File: config.mk
export PLATFORM = sky130hd
export DESIGN_NAME = gpio_port
export DESIGN_NICKNAME = d
export VERILOG_FILES = /design/src/rtl/gpio_pkg.sv /design/src/rtl/gpio_sync.sv /design/src/rtl/gpio_regs.sv /design/src/rtl/gpio_ioc.sv /design/src/rtl/gpio_pad_ctrl.sv /design/src/rtl/gpio_port.sv
export SDC_FILE = /design/constraint.sdc
export NUM_CORES = 1
export LEC_CHECK = 0
export BUFFER_PORTS_ARGS = -buffer_cell sky130_fd_sc_hd__buf_2
export CORE_AREA = 2 2 63 65
export CTS_BUF_LIST = sky130_fd_sc_hd__clkbuf_4
export CTS_CLUSTER_SIZE = 25
export DETAILED_ROUTE_END_ITERATION = 7
export DIE_AREA = 0 0 65 67
export GPL_ROUTABILITY_DRIVEN = 0
export MAX_ROUTING_LAYER = met4
export PLACE_DENSITY_LB_ADDON = 0.15
export SYNTH_ARGS = -nofsm -noshare
export SYNTH_HDL_FRONTEND = slang
export SYNTH_HIERARCHICAL = 1
export SYNTH_SLANG_ARGS = --single-unit
File: constraint.sdc
create_clock -name clk_i -period 1.1 [get_ports clk_i]
set_clock_uncertainty 0.05 [all_clocks]
set_input_delay 0.11 -clock clk_i [delete_from_list [all_inputs] [get_ports clk_i]]
set_output_delay 0.11 -clock clk_i [all_outputs]
set_load 0.01 [all_outputs]
File: src/rtl/gpio_pkg.sv
package gpio_pkg;
  localparam int unsigned PORT_W = 8;
  localparam int unsigned ADDR_W = 2;

  typedef enum logic [ADDR_W-1:0] {
    REG_PIN  = 2'd0,
    REG_DIR  = 2'd1,
    REG_LAT  = 2'd2,
    REG_CTRL = 2'd3
  } reg_addr_e;

  localparam int unsigned CTRL_PU_OFF = 0;
  localparam int unsigned CTRL_FLAG   = 1;
  localparam int unsigned CTRL_IEN    = 2;
endpackage

File: src/rtl/gpio_sync.sv
module gpio_sync #(
  parameter int unsigned W = 8
) (
  input  logic         clk_i,
  input  logic         rst_ni,
  input  logic [W-1:0] d_i,
  output logic [W-1:0] q_o
);
  logic [W-1:0] meta_q, sync_q;

  always_ff @(posedge clk_i or negedge rst_ni) begin
    if (!rst_ni) begin
      meta_q <= '0;
      sync_q <= '0;
    end else begin
      meta_q <= d_i;
      sync_q <= meta_q;
    end
  end

  assign q_o = sync_q;
endmodule

File: src/rtl/gpio_regs.sv
module gpio_regs
  import gpio_pkg::*;
#(
  parameter int unsigned W = 8
) (
  input  logic              clk_i,
  input  logic              rst_ni,
  input  logic [ADDR_W-1:0] addr_i,
  input  logic              wr_en_i,
  input  logic              rd_en_i,
  input  logic [W-1:0]      wdata_i,
  output logic [W-1:0]      rdata_o,
  input  logic [W-1:0]      pin_sync_i,
  input  logic              flag_i,
  output logic [W-1:0]      lat_o,
  output logic [W-1:0]      dir_o,
  output logic              pu_off_o,
  output logic              ien_o,
  output logic              flag_clr_o,
  output logic              snap_ld_o
);
  logic [W-1:0] lat_q, dir_q;
  logic         pu_off_q, ien_q;
  logic         wr_lat, wr_dir, wr_ctrl;

  assign wr_lat  = wr_en_i && (addr_i == REG_PIN || addr_i == REG_LAT);
  assign wr_dir  = wr_en_i && (addr_i == REG_DIR);
  assign wr_ctrl = wr_en_i && (addr_i == REG_CTRL);

  always_ff @(posedge clk_i or negedge rst_ni) begin
    if (!rst_ni) begin
      lat_q    <= '0;
      dir_q    <= '1;
      pu_off_q <= 1'b1;
      ien_q    <= 1'b0;
    end else begin
      if (wr_lat) lat_q <= wdata_i;
      if (wr_dir) dir_q <= wdata_i;
      if (wr_ctrl) begin
        pu_off_q <= wdata_i[CTRL_PU_OFF];
        ien_q    <= wdata_i[CTRL_IEN];
      end
    end
  end

  // flag is write-0-to-clear; a 1 leaves it alone
  assign flag_clr_o = wr_ctrl && !wdata_i[CTRL_FLAG];
  assign snap_ld_o  = rd_en_i && (addr_i == REG_PIN);

  always_comb begin
    rdata_o = '0;
    unique case (addr_i)
      REG_PIN:  rdata_o = pin_sync_i;
      REG_DIR:  rdata_o = dir_q;
      REG_LAT:  rdata_o = lat_q;
      REG_CTRL: begin
        rdata_o[CTRL_PU_OFF] = pu_off_q;
        rdata_o[CTRL_FLAG]   = flag_i;
        rdata_o[CTRL_IEN]    = ien_q;
      end
      default:  rdata_o = '0;
    endcase
  end

  assign lat_o    = lat_q;
  assign dir_o    = dir_q;
  assign pu_off_o = pu_off_q;
  assign ien_o    = ien_q;
endmodule

File: src/rtl/gpio_ioc.sv
module gpio_ioc #(
  parameter int unsigned NB = 4
) (
  input  logic          clk_i,
  input  logic          rst_ni,
  input  logic [NB-1:0] lvl_i,
  input  logic [NB-1:0] is_in_i,
  input  logic          snap_ld_i,
  input  logic          flag_clr_i,
  input  logic          ien_i,
  output logic          flag_o,
  output logic          irq_o
);
  logic [NB-1:0] snap_q, diff;
  logic          flag_q;

  assign diff = (lvl_i ^ snap_q) & is_in_i;

  always_ff @(posedge clk_i or negedge rst_ni) begin
    if (!rst_ni) begin
      snap_q <= '0;
      flag_q <= 1'b0;
    end else begin
      if (snap_ld_i) snap_q <= lvl_i;
      if (flag_clr_i)  flag_q <= 1'b0;
      else if (|diff)  flag_q <= 1'b1;
    end
  end

  assign flag_o = flag_q;
  assign irq_o  = flag_q & ien_i;
endmodule

File: src/rtl/gpio_pad_ctrl.sv
module gpio_pad_ctrl #(
  parameter int unsigned W      = 8,
  parameter bit          OD_EN  = 1'b0,
  parameter int unsigned OD_PIN = 0
) (
  input  logic [W-1:0] dir_i,
  input  logic [W-1:0] lat_i,
  input  logic         pu_off_i,
  output logic [W-1:0] oe_o,
  output logic [W-1:0] out_o,
  output logic [W-1:0] pu_o
);
  for (genvar i = 0; i < W; i++) begin : g_pin
    if (OD_EN && i == OD_PIN) begin : g_od
      assign oe_o[i]  = !dir_i[i] && !lat_i[i];
      assign out_o[i] = 1'b0;
    end else begin : g_pp
      assign oe_o[i]  = !dir_i[i];
      assign out_o[i] = lat_i[i];
    end
    assign pu_o[i] = dir_i[i] && !pu_off_i;
  end
endmodule

File: src/rtl/gpio_port.sv
module gpio_port
  import gpio_pkg::*;
#(
  parameter int unsigned W      = PORT_W,
  parameter int unsigned IOC_LO = 4,
  parameter bit          OD_EN  = 1'b0,
  parameter int unsigned OD_PIN = 0
) (
  input  logic              clk_i,
  input  logic              rst_ni,
  input  logic [ADDR_W-1:0] addr_i,
  input  logic              wr_en_i,
  input  logic              rd_en_i,
  input  logic [W-1:0]      wdata_i,
  output logic [W-1:0]      rdata_o,
  input  logic [W-1:0]      pin_i,
  output logic [W-1:0]      pin_oe_o,
  output logic [W-1:0]      pin_out_o,
  output logic [W-1:0]      pin_pu_o,
  output logic              irq_o
);
  localparam int unsigned NB = W - IOC_LO;

  logic [W-1:0] pin_sync, lat, dir;
  logic         pu_off, ioc_en, ioc_flag, flag_clr, snap_ld;

  gpio_sync #(.W(W)) u_sync (
    .clk_i (clk_i),
    .rst_ni(rst_ni),
    .d_i   (pin_i),
    .q_o   (pin_sync)
  );

  gpio_regs #(.W(W)) u_regs (
    .clk_i     (clk_i),
    .rst_ni    (rst_ni),
    .addr_i    (addr_i),
    .wr_en_i   (wr_en_i),
    .rd_en_i   (rd_en_i),
    .wdata_i   (wdata_i),
    .rdata_o   (rdata_o),
    .pin_sync_i(pin_sync),
    .flag_i    (ioc_flag),
    .lat_o     (lat),
    .dir_o     (dir),
    .pu_off_o  (pu_off),
    .ien_o     (ioc_en),
    .flag_clr_o(flag_clr),
    .snap_ld_o (snap_ld)
  );

  gpio_ioc #(.NB(NB)) u_ioc (
    .clk_i     (clk_i),
    .rst_ni    (rst_ni),
    .lvl_i     (pin_sync[W-1:IOC_LO]),
    .is_in_i   (dir[W-1:IOC_LO]),
    .snap_ld_i (snap_ld),
    .flag_clr_i(flag_clr),
    .ien_i     (ioc_en),
    .flag_o    (ioc_flag),
    .irq_o     (irq_o)
  );

  gpio_pad_ctrl #(.W(W), .OD_EN(OD_EN), .OD_PIN(OD_PIN)) u_pad (
    .dir_i   (dir),
    .lat_i   (lat),
    .pu_off_i(pu_off),
    .oe_o    (pin_oe_o),
    .out_o   (pin_out_o),
    .pu_o    (pin_pu_o)
  );
endmodule

== Word level (Yosys, flattened, before mapping) ==
Index checks and enable logic that the tools add are counted.

* Bits in registers: 39
* Bits in latches: 0
* RAM bits: 0
* Memory bits (read-only): 0
* Input port bits: 22
* Output and inout bits: 33
* Word-level logic and storage cells: 45
* Memories kept: 0

* Add/subtract/negate cells: 0
* Multiply operators: 0
* Divide/modulo/power cells: 0
* Order comparisons: 0
* Equal/unequal tests: 3
* Shift-type cells: 0
* Multiplexer cells: 4
* Bitwise logic cells: 3
* Reduce and logical (&&, ||, !) cells: 27

{| class="wikitable"
|+ Operator list
! kind !! count
|-
| $pmux 5 s3 || 1
|-
| $logic_and 1x1->1 || 13
|-
| $pmux 3 s4 || 1
|-
| $logic_not 1->1 || 10
|-
| $and 4x4->4 || 1
|-
| $eq 2x2->1 const B || 2
|-
| $reduce_or 4->1 || 1
|-
| $xor 4x4->4 || 1
|-
| $eq 2x1->1 const B || 1
|-
| $logic_not 2->1 || 1
|-
| $mux 1 || 2
|-
| $reduce_bool 2->1 || 1
|-
| $and 1x1->1 || 1
|-
| $logic_or 1x1->1 || 1
|}

== Longest topological paths before layout ==
Gate-level depths: netlist (run 1).

* Depth in word-level cells: 5
* Mapped depth: 4
* Gate-level depth less buffers: 3

== Modules after synthesis ==
Netlist (run 1), hierarchy kept.

{| class="wikitable"
|+ By module, submodules not included
! module !! times used !! cells each !! area each (um^2) !! seq. area each (um^2)
|-
| gpio_regs || 1 || 58 || 903.4 || 461.7
|-
| gpio_sync || 1 || 16 || 400.4 || 400.4
|-
| gpio_ioc || 1 || 17 || 231.5 || 125.1
|-
| gpio_pad_ctrl || 1 || 24 || 140.1 || 0.0
|}

== Worst setup path before layout (run 1) ==
Ideal clock, no wire load.

* Path kind: in2reg
* From: input port addr_i[1]
* To: register u_ioc.snap_q[0]
* Library setup time: 127 ps
* Arrival: 1,044 ps
* Required time: 923 ps
* Slack: -121 ps
* Stages: 3
* Path buffers: 1
* Cells stage by stage: buf_2 -> nor3b_1 -> mux2_1

* Word-level cells in the longest chain between the ends: 2

{| class="wikitable"
|+ Ends and longest elaborated chain
! element !! line !! text
|-
| from (decl) || gpio_port.sv:11 || <nowiki>input logic [ADDR_W-1:0] addr_i,</nowiki>
|-
| $logic_not 2->1 || gpio_regs.sv:48 || <nowiki>assign snap_ld_o = rd_en_i && (addr_i == REG_PIN);</nowiki>
|-
| $logic_and 1x1->1 || gpio_regs.sv:48 ||
|-
| named net snap_ld || gpio_port.sv:25 || <nowiki>logic pu_off, ioc_en, ioc_flag, flag_clr, snap_ld;</nowiki>
|-
| to (signal assigned) || gpio_ioc.sv:24 || <nowiki>if (snap_ld_i) snap_q <= lvl_i;</nowiki>
|-
| to (decl) || gpio_ioc.sv:14 || <nowiki>logic [NB-1:0] snap_q, diff;</nowiki>
|}

The timed path passes the listed nets, and every way through them passes these cells.
A chain may end at the register's enable or synchronous reset.

== Worst setup path after layout (run 1) ==
* From: register u_regs.ien_q (netlist: u_regs/ien_o)
* To: output port rdata_o[2]

* Word-level cells in the longest chain between the ends: 1

{| class="wikitable"
|+ Ends and longest elaborated chain
! element !! line !! text
|-
| from (decl) || gpio_regs.sv:23 || <nowiki>logic pu_off_q, ien_q;</nowiki>
|-
| from (signal assigned) || gpio_regs.sv:41 || <nowiki>ien_q <= wdata_i[CTRL_IEN];</nowiki>
|-
| $pmux 3 s4 || gpio_regs.sv:52 || <nowiki>unique case (addr_i)</nowiki>
|-
| to (decl) || gpio_port.sv:15 || <nowiki>output logic [W-1:0] rdata_o,</nowiki>
|}

No other way between the ends.

==> impl_metrics.ini, run 1 <==
[die]
coreArea_mm2 = 0.00361
row_count = 22
fp.dieH_um = 67
die_x_um = 65
ios = 55
fp.dieArea_mm2 = 0.00436
initial_core_util = 0.465

[finish]
area_delta_synth_final_pct = 53.0
final_common_cell = buf_2
layout_common_cells = buf_2, dfrtp_1, buf_6
layout-drive-gt1-share = 0.634
n_antenna_cell = 0
nets = 237
finalNonFillerCells = 264

[flow_run]
cap_violations = 0

[worst_setup_path]
slowest_delay_ns = 0.48
crit_path_start_kind = flop
cp.required_ns = 0.94
path_cells = mux4_2 > buf_6
arrival_ns = 1.38
critPathKind = reg2out
critPathSlowestCell = mux4_2
endpoint_kind = output pin
worstPathMaxFanout = 2
worst-path-buf-inv = 1
crit_family = multiplexers

[timing]
slew_viol_final = 0
fin_crit_ns = 1.54
finalSetupTns_ns = -7.88
worst_pin_slew_ns = 0.390
rsz0062_at_grt = true
relSlewSlack = 0.739
setup_viol = 27
final_hold_viol_count = 0
fin_ws_ns = -0.443
period_share = 1.40
max_freq_mhz = 648

[drt]
firstDrtPassIters = 4
via_count = 1256
drt_iter0_drc = 51
drc_errors = 0
routed_via_density = 4.76
finalWirelength_mm = 4.03
antenna_left = 0
wl_per_cell_um = 15.3

[cts]
cts_buffers = 5
root_buffer = clkbuf_4
htreeDepth = 2
cts_tree = built
clk_latency_ns = 0.35
clkSinkCount = 39
clk_pin_slew_ns = 0.12
cts.path.max_buffers = 2

[yosys]
synthArstFlopShare = 1.00
ys_seq_area_frac = 0.589
synthCells = 115
synth.yosys.warnings = 6
synth_area_per_cell_um2 = 14.6
synth_edf_count = 0
synth.cell_area_mm2 = 0.00168
synth_nets = 137
synth_seq_cells = 39
ys_types = 21
synthFlopType = dfrtp_1

[power]
finalPower_uw = 4060
leakagePower_uw = 0.00124
ir_worst_vdd_v = 0.00105
p_per_area_mw_per_mm2 = 1580

[placed_design]
portBuffers = 54
post-dp-hpwl_mm = 2.74
dp_cells = 225

[min_path]
holdCritPathClass = in2reg

[grt]
use_met3 = 0.0557
grt_pass1_vias = 1337
grtUsageMet1 = 0.256
overflow = 0
grt_pass1_wl_mm = 6.44
track_usage = 0.211
busiest_layer = met2
antenna_found_initial = 0
grt_max_degree = 40
grtUsageMet2 = 0.338

[run_status]
failed_checks = negative setup slack
status = finished with violations
==> through the flow <==
stage,hold slack [ns],setup slack [ns],utilization,instance area (um2)
finish,0.154,-0.443,0.711,2560
detailed placement,0.0417,-0.120,0.578,2080
floorplan,-0.236,0.00738,-,1680
CTS,0.138,-0.461,0.691,2490
global route,0.151,-0.513,0.711,2560
global placement,0.0386,-0.0998,0.578,2080
==> power by group <==
part	total [uW]	internal (uW)	switching (uW)
sequential	1790	1660	136
clock	966	478	488
combinational	1300	786	512
==> synthesized netlist by cell type, drive strengths merged (2+ instances only) <==
library cell  count  area (um2)
a21oi             2        10.0
buf              11        81.3
dfrtp            30         751
dfstp             9         236
inv               8        30.0
mux2             22         248
mux2i             5        50.1
mux4              3        75.1
nor2b            10        62.6
o2bb2ai           5        43.8
xor2              4        35.0
==> state kept, by name (all words and copies together), names as in the netlist <==
signal and flops:
u_sync/meta_q 8, u_regs/ien_o 1, u_regs/pu_off_o 1, u_ioc/snap_q 4, u_regs/lat_o 8, u_regs/dir_o 8
u_ioc/flag_o 1, u_sync/q_o 8
==> worst min-delay path: cells and delay by family <==
kind | cells | cell delay (ns)
buf+inv | 1 | 0.13
mux | 1 | 0.20
simple gates | 1 | 0.09
==> logic make-up (layout without fill, tap and decap cells) <==
logic type	count (synthesis)	after routing	synth area share
DFF	39	39	0.589
muxes	30	30	0.223
buffers and inverters	19	120	0.0665
and+or+nand+nor	15	15	0.0627
AOI/OAI and AO/OA	8	8	0.0381
xor gates and xnor gates	4	4	0.0209
==> timing repair <==
item                                    4_1_cts  5_1_grt
hold buffers                                 17        0
pin swaps                                     5        2
buffers inserted                             10        5
endpoints found under the hold margin        66        0
endpoints found under the setup margin       29       34
resized for setup                            25       14
cloned                                        1        0
==> metal layers <==
layer / vias up / wire length (um)
li1: 586 / -
met1: 627 / 1700
met2: 39 / 2120
met3: 4 / 173
met4: 0 / 34
met5: - / 0
==> area by class of cell <==
cell class              count  area, um2
repair buffers            104        820
fillers                   271       1040
flip-flops and latches     39        987
inverters                   8       30.0
clock buffers               5       37.5
multi-input cells          57        584
well taps                  48       60.1
clock inverters             3       43.8
==> final timing paths <==
kind | endpoint | slack, ns | cells after the start | start
worst min register to register | u_sync/q_o[0] | 0.31 | 0 | u_sync/meta_q[0]
min in group asynchronous | u_regs/lat_o[7] | 0.18 | 3 | rst_ni
worst min-delay path | u_ioc/snap_q[0] | 0.15 | 3 | addr_i[1]
worst max-delay path | rdata_o[2] | -0.44 | 2 | u_regs/ien_o
worst max register to register | u_ioc/flag_o | -0.15 | 4 | u_regs/dir_o[4]
max in group asynchronous | u_regs/pu_off_o | 0.55 | 3 | rst_ni
No activity file was read; power rests on OpenSTA's default activity.
==> run 2, diff against run 1 <==
CORE_AREA = 2 2 60 62   (was 2 2 63 65)
DIE_AREA = 0 0 62 64   (was 0 0 65 67)
clock period = 1.73 ns   (was 1.1 ns; I/O delays follow)
==> run 2 against run 1 <==
The run now ends clean. Wire length decreased by 22%. Die area decreased by 8.9%. Worst setup slack improved by 0.55 ns. Final cell count decreased by 15%. Combinational power decreased by 62%. Power decreased by 45%. Count of clock-buffer cells in the layout unchanged. Design area decreased by 17%. Sequential cell count unchanged. Clock power decreased by 41%. Largest cell class unchanged.
==> impl_metrics.ini, run 2 (synthesized netlist as in run 1, its figures left out) <==
[die]
fp.dieArea_mm2 = 0.00397
die_x_um = 62
ios = 55
coreArea_mm2 = 0.00328
row_count = 21
initial_core_util = 0.510
fp.dieH_um = 64

[finish]
final_common_cell = buf_2
area_delta_synth_final_pct = 26.7
final_util = 0.646
n_antenna_cell = 0
nets = 199
layout_common_cells = buf_2, dfrtp_1, mux2_2
layout-drive-gt1-share = 0.522
final_area_mm2 = 0.00212

[grt]
grt_pass1_wl_mm = 5.12
grt_max_degree = 22
antenna_found_initial = 0
grt_pass1_vias = 1127
overflow = 0
track_usage = 0.184

[cts]
cts_setup_buffers = 0
cts_buffers = 5
clk_pin_slew_ns = 0.11
clkSinkCount = 39
cts_hold_buf = 9
cts_resized = 0
root_buffer = clkbuf_4
cts_tree = built
cts.path.max_buffers = 2
clk_latency_ns = 0.33
htreeDepth = 2

[timing]
relSlewSlack = 0.709
slew_viol_final = 0
worst_pin_slew_ns = 0.437
final_hold_viol_count = 0
fin_crit_ns = 1.63
finalSetupTns_ns = 0
fin_hold_ws_ns = 0.0294
period_share = 0.940
setup_viol = 0
max_freq_mhz = 615
rsz0062_at_grt = false

[placed_design]
portBuffers = 54
post-dp-hpwl_mm = 2.26
placedInstanceArea_mm2 = 0.00196

[drt]
wl_per_cell_um = 14.0
via_count = 1102
firstDrtPassIters = 4
drt_iter0_drc = 33
routed_via_density = 4.92
drc_errors = 0
finalWirelength_mm = 3.15
antenna_left = 0

[power]
leakagePower_uw = 0.00103
finalPower_uw = 2210
p_per_area_mw_per_mm2 = 1040
ir_worst_vdd_v = 0.000599

[worst_setup_path]
critPathKind = reg2out
worstPathMaxFanout = 10
crit_path_start_kind = flop
r2r-end = u_ioc/flag_o
endpoint_kind = output pin
timing.rr.start = u_sync/q_o[4]
ff2ff_path_depth = 3
arrival_ns = 1.40
rrSetupSlack_ns = 0.52
cp.required_ns = 1.51

[run_status]
status = complete, no violations

[flow_run]
cap_violations = 0

[min_path]
holdCritPathClass = in2reg
whs_endpoint = u_regs/lat_o[3]
holdPathStages = 2
worstHoldStart = wdata_i[3]
==> run 2: routing by layer <==
| metal | part of all wire | routed length, um | up-vias | global-route usage |
|---|---|---|---|---|
| met5 | 0 | 0 | - | - |
| met4 | 0.013 | 42 | 0 | 0.0638 |
| met3 | 0.053 | 168 | 5 | 0.0445 |
| met2 | 0.50 | 1580 | 41 | 0.284 |
| met1 | 0.43 | 1350 | 540 | 0.235 |
| li1 | - | - | 516 | - |
==> run 2: through the flow <==
stage	setup slack, ns	instances
global route	0.0248	224
CTS	0.0761	224
floorplan	0.446	115
finish	0.104	224
detailed placement	0.257	207
global placement	0.273	207
==> run 2: worst max path at each step <==
stage                               start               to  slack (ns)  cells past startpoint
after global routing      u_regs/pu_off_o       rdata_o[0]        0.02                      2
after detailed placement        addr_i[0]       rdata_o[0]        0.26                      3
after floorplan                 addr_i[1]  u_ioc/snap_q[0]        0.45                      3
after global placement          addr_i[0]       rdata_o[0]        0.27                      3
after CTS                 u_regs/pu_off_o       rdata_o[0]        0.08                      2
final                     u_regs/pu_off_o       rdata_o[0]        0.10                      2
==> run 2: where the power goes <==
group          internal, uW  switching (uW)
logic                   266             227
clock network           297             273
registers              1050            97.5
==> run 2: worst max-delay path, stage by stage (launching register included) <==
cell and delay [ns]:
dfstp_2 0.44, mux4_1 0.49, buf_2 0.15
==> run 2: cell type report <==
class,instances,area (um2)
Clock inverter,3,38.8
Multi-Input combinational cell,57,577
Clock buffer,5,37.5
Sequential cell,39,987
Inverter,8,30.0
Timing Repair Buffer,66,395
Tap cell,46,57.6
Fill cell,260,1160
==> run 3, diff against run 2 <==
CTS_BUF_LIST = sky130_fd_sc_hd__clkbuf_8   (was sky130_fd_sc_hd__clkbuf_4)
==> run 3 against run 2 <==
First-iteration DRC count fell by 3.0%. Worst setup slack improved by 0.029 ns. Largest power group unchanged. Count of clock-buffer cells in the layout rose by 1.
==> impl_metrics.ini, run 3 (synthesized netlist as in run 1, its figures left out) <==
[run_status]
status = complete, no violations

[die]
die_x_um = 62
row_count = 21
ios = 55
initial_core_util = 0.510
fp.dieArea_mm2 = 0.00397
coreArea_mm2 = 0.00328
fp.dieH_um = 64

[grt]
track_usage = 0.187
use_met3 = 0.0688
grt_pass1_wl_mm = 5.13
grt_max_degree = 22
overflow = 0
grtUsageMet1 = 0.225
grt_pass1_vias = 1130
busiest_layer = met2
antenna_found_initial = 0
grtUsageMet2 = 0.298

[timing]
worst_pin_slew_ns = 0.439
finalSetupTns_ns = 0
slew_viol_final = 0
max_freq_mhz = 626
relSlewSlack = 0.707
rsz0062_at_grt = false
fin_hold_ws_ns = 0.0832
setup_viol = 0
fin_crit_ns = 1.60
period_share = 0.923
final_hold_viol_count = 0

[cts]
clk_latency_ns = 0.28
cts_buffers = 5
cts_setup_buffers = 0
clkSinkCount = 39
cts_tree = built
root_buffer = clkbuf_8
htreeDepth = 2
cts.path.max_buffers = 2
cts_resized = 0
clk_pin_slew_ns = 0.07

[worst_setup_path]
arrival_ns = 1.37
critPathSlowestCell = mux4_1
crit_path_start_kind = flop
critPathKind = reg2out
path_cells = mux4_1 > buf_2
slowest_delay_ns = 0.51
cp.required_ns = 1.51
endpoint_kind = output pin
worstPathMaxFanout = 10
ff2ff_path_depth = 3

[drt]
finalWirelength_mm = 3.16
routed_via_density = 4.85
wl_per_cell_um = 14.1
drt_iter0_drc = 32
via_count = 1086
drc_errors = 0
firstDrtPassIters = 4
antenna_left = 0

[placed_design]
portBuffers = 54
post-dp-hpwl_mm = 2.26
placedInstanceArea_mm2 = 0.00196

[finish]
layout-drive-gt1-share = 0.528
register_area_um2 = 987
final_area_mm2 = 0.00216
multi_input_area_um2 = 577
fill_cells = 257
layout_common_cells = buf_2, dfrtp_1, mux2_2
nets = 199
area_delta_synth_final_pct = 29.2
final_common_cell = buf_2
n_antenna_cell = 0

[power]
ir_worst_vdd_v = 0.000680
leakagePower_uw = 0.00105
p_per_area_mw_per_mm2 = 1110

[min_path]
holdPathStages = 2
holdCritPathClass = in2reg

[flow_run]
cap_violations = 0
==> run 3: critical path: cells and delay by family (launching register included) <==
family / cells / cell delay (ns)
flops: 1 / 0.43
mux: 1 / 0.51
buf+inv: 1 / 0.16
==> run 3: path summary, 6_finish.rpt <==
kind | from | endpoint | slack [ns]
worst max register to register | u_sync/q_o[4] | u_ioc/flag_o | 0.53
worst min register to register | u_sync/meta_q[5] | u_sync/q_o[5] | 0.30
min in group asynchronous | rst_ni | u_sync/meta_q[7] | 0.31
worst min-delay path | wdata_i[3] | u_regs/lat_o[3] | 0.08
max in group asynchronous | rst_ni | u_regs/dir_o[2] | 0.78
worst max-delay path | u_regs/pu_off_o | rdata_o[0] | 0.13
==> run 3: report_power, final <==
| part | internal, uW | switching, uW |
|---|---|---|
| Clock | 466 | 290 |
| Combinational | 266 | 226 |
| Sequential | 1050 | 98.2 |
==> run 3: layout make-up <==
type / count / area share
clock inverter: 2 / 0.0162
inverter: 8 / 0.0139
tap: 46 / 0.0266
timing repair buffer: 66 / 0.183
multi-input combinational: 57 / 0.266
clock buffer: 6 / 0.0382
sequential: 39 / 0.456
==> run 3: routing by layer <==
metal | vias up | wire (um)
li1 | 511 | -
met3 | 2 | 206
met1 | 531 | 1290
met4 | 0 | 6
met5 | - | 0
met2 | 42 | 1660
==> run 3: repair_timing <==
item	in CTS	in global routing
hold endpoints to repair	24	0
setup endpoints to repair	0	0
hold buffers	9	0
==> run 3: stage by stage <==
step | setup WS (ns) | instances | util | total power [uW]
floorplan | 0.446 | 115 | - | 1460
global placement | 0.273 | 207 | 0.596 | 1640
detailed placement | 0.257 | 207 | 0.596 | 1650
CTS | 0.104 | 224 | 0.659 | 2440
global route | 0.0543 | 224 | 0.659 | 2550
finish | 0.133 | 224 | 0.659 | 2400
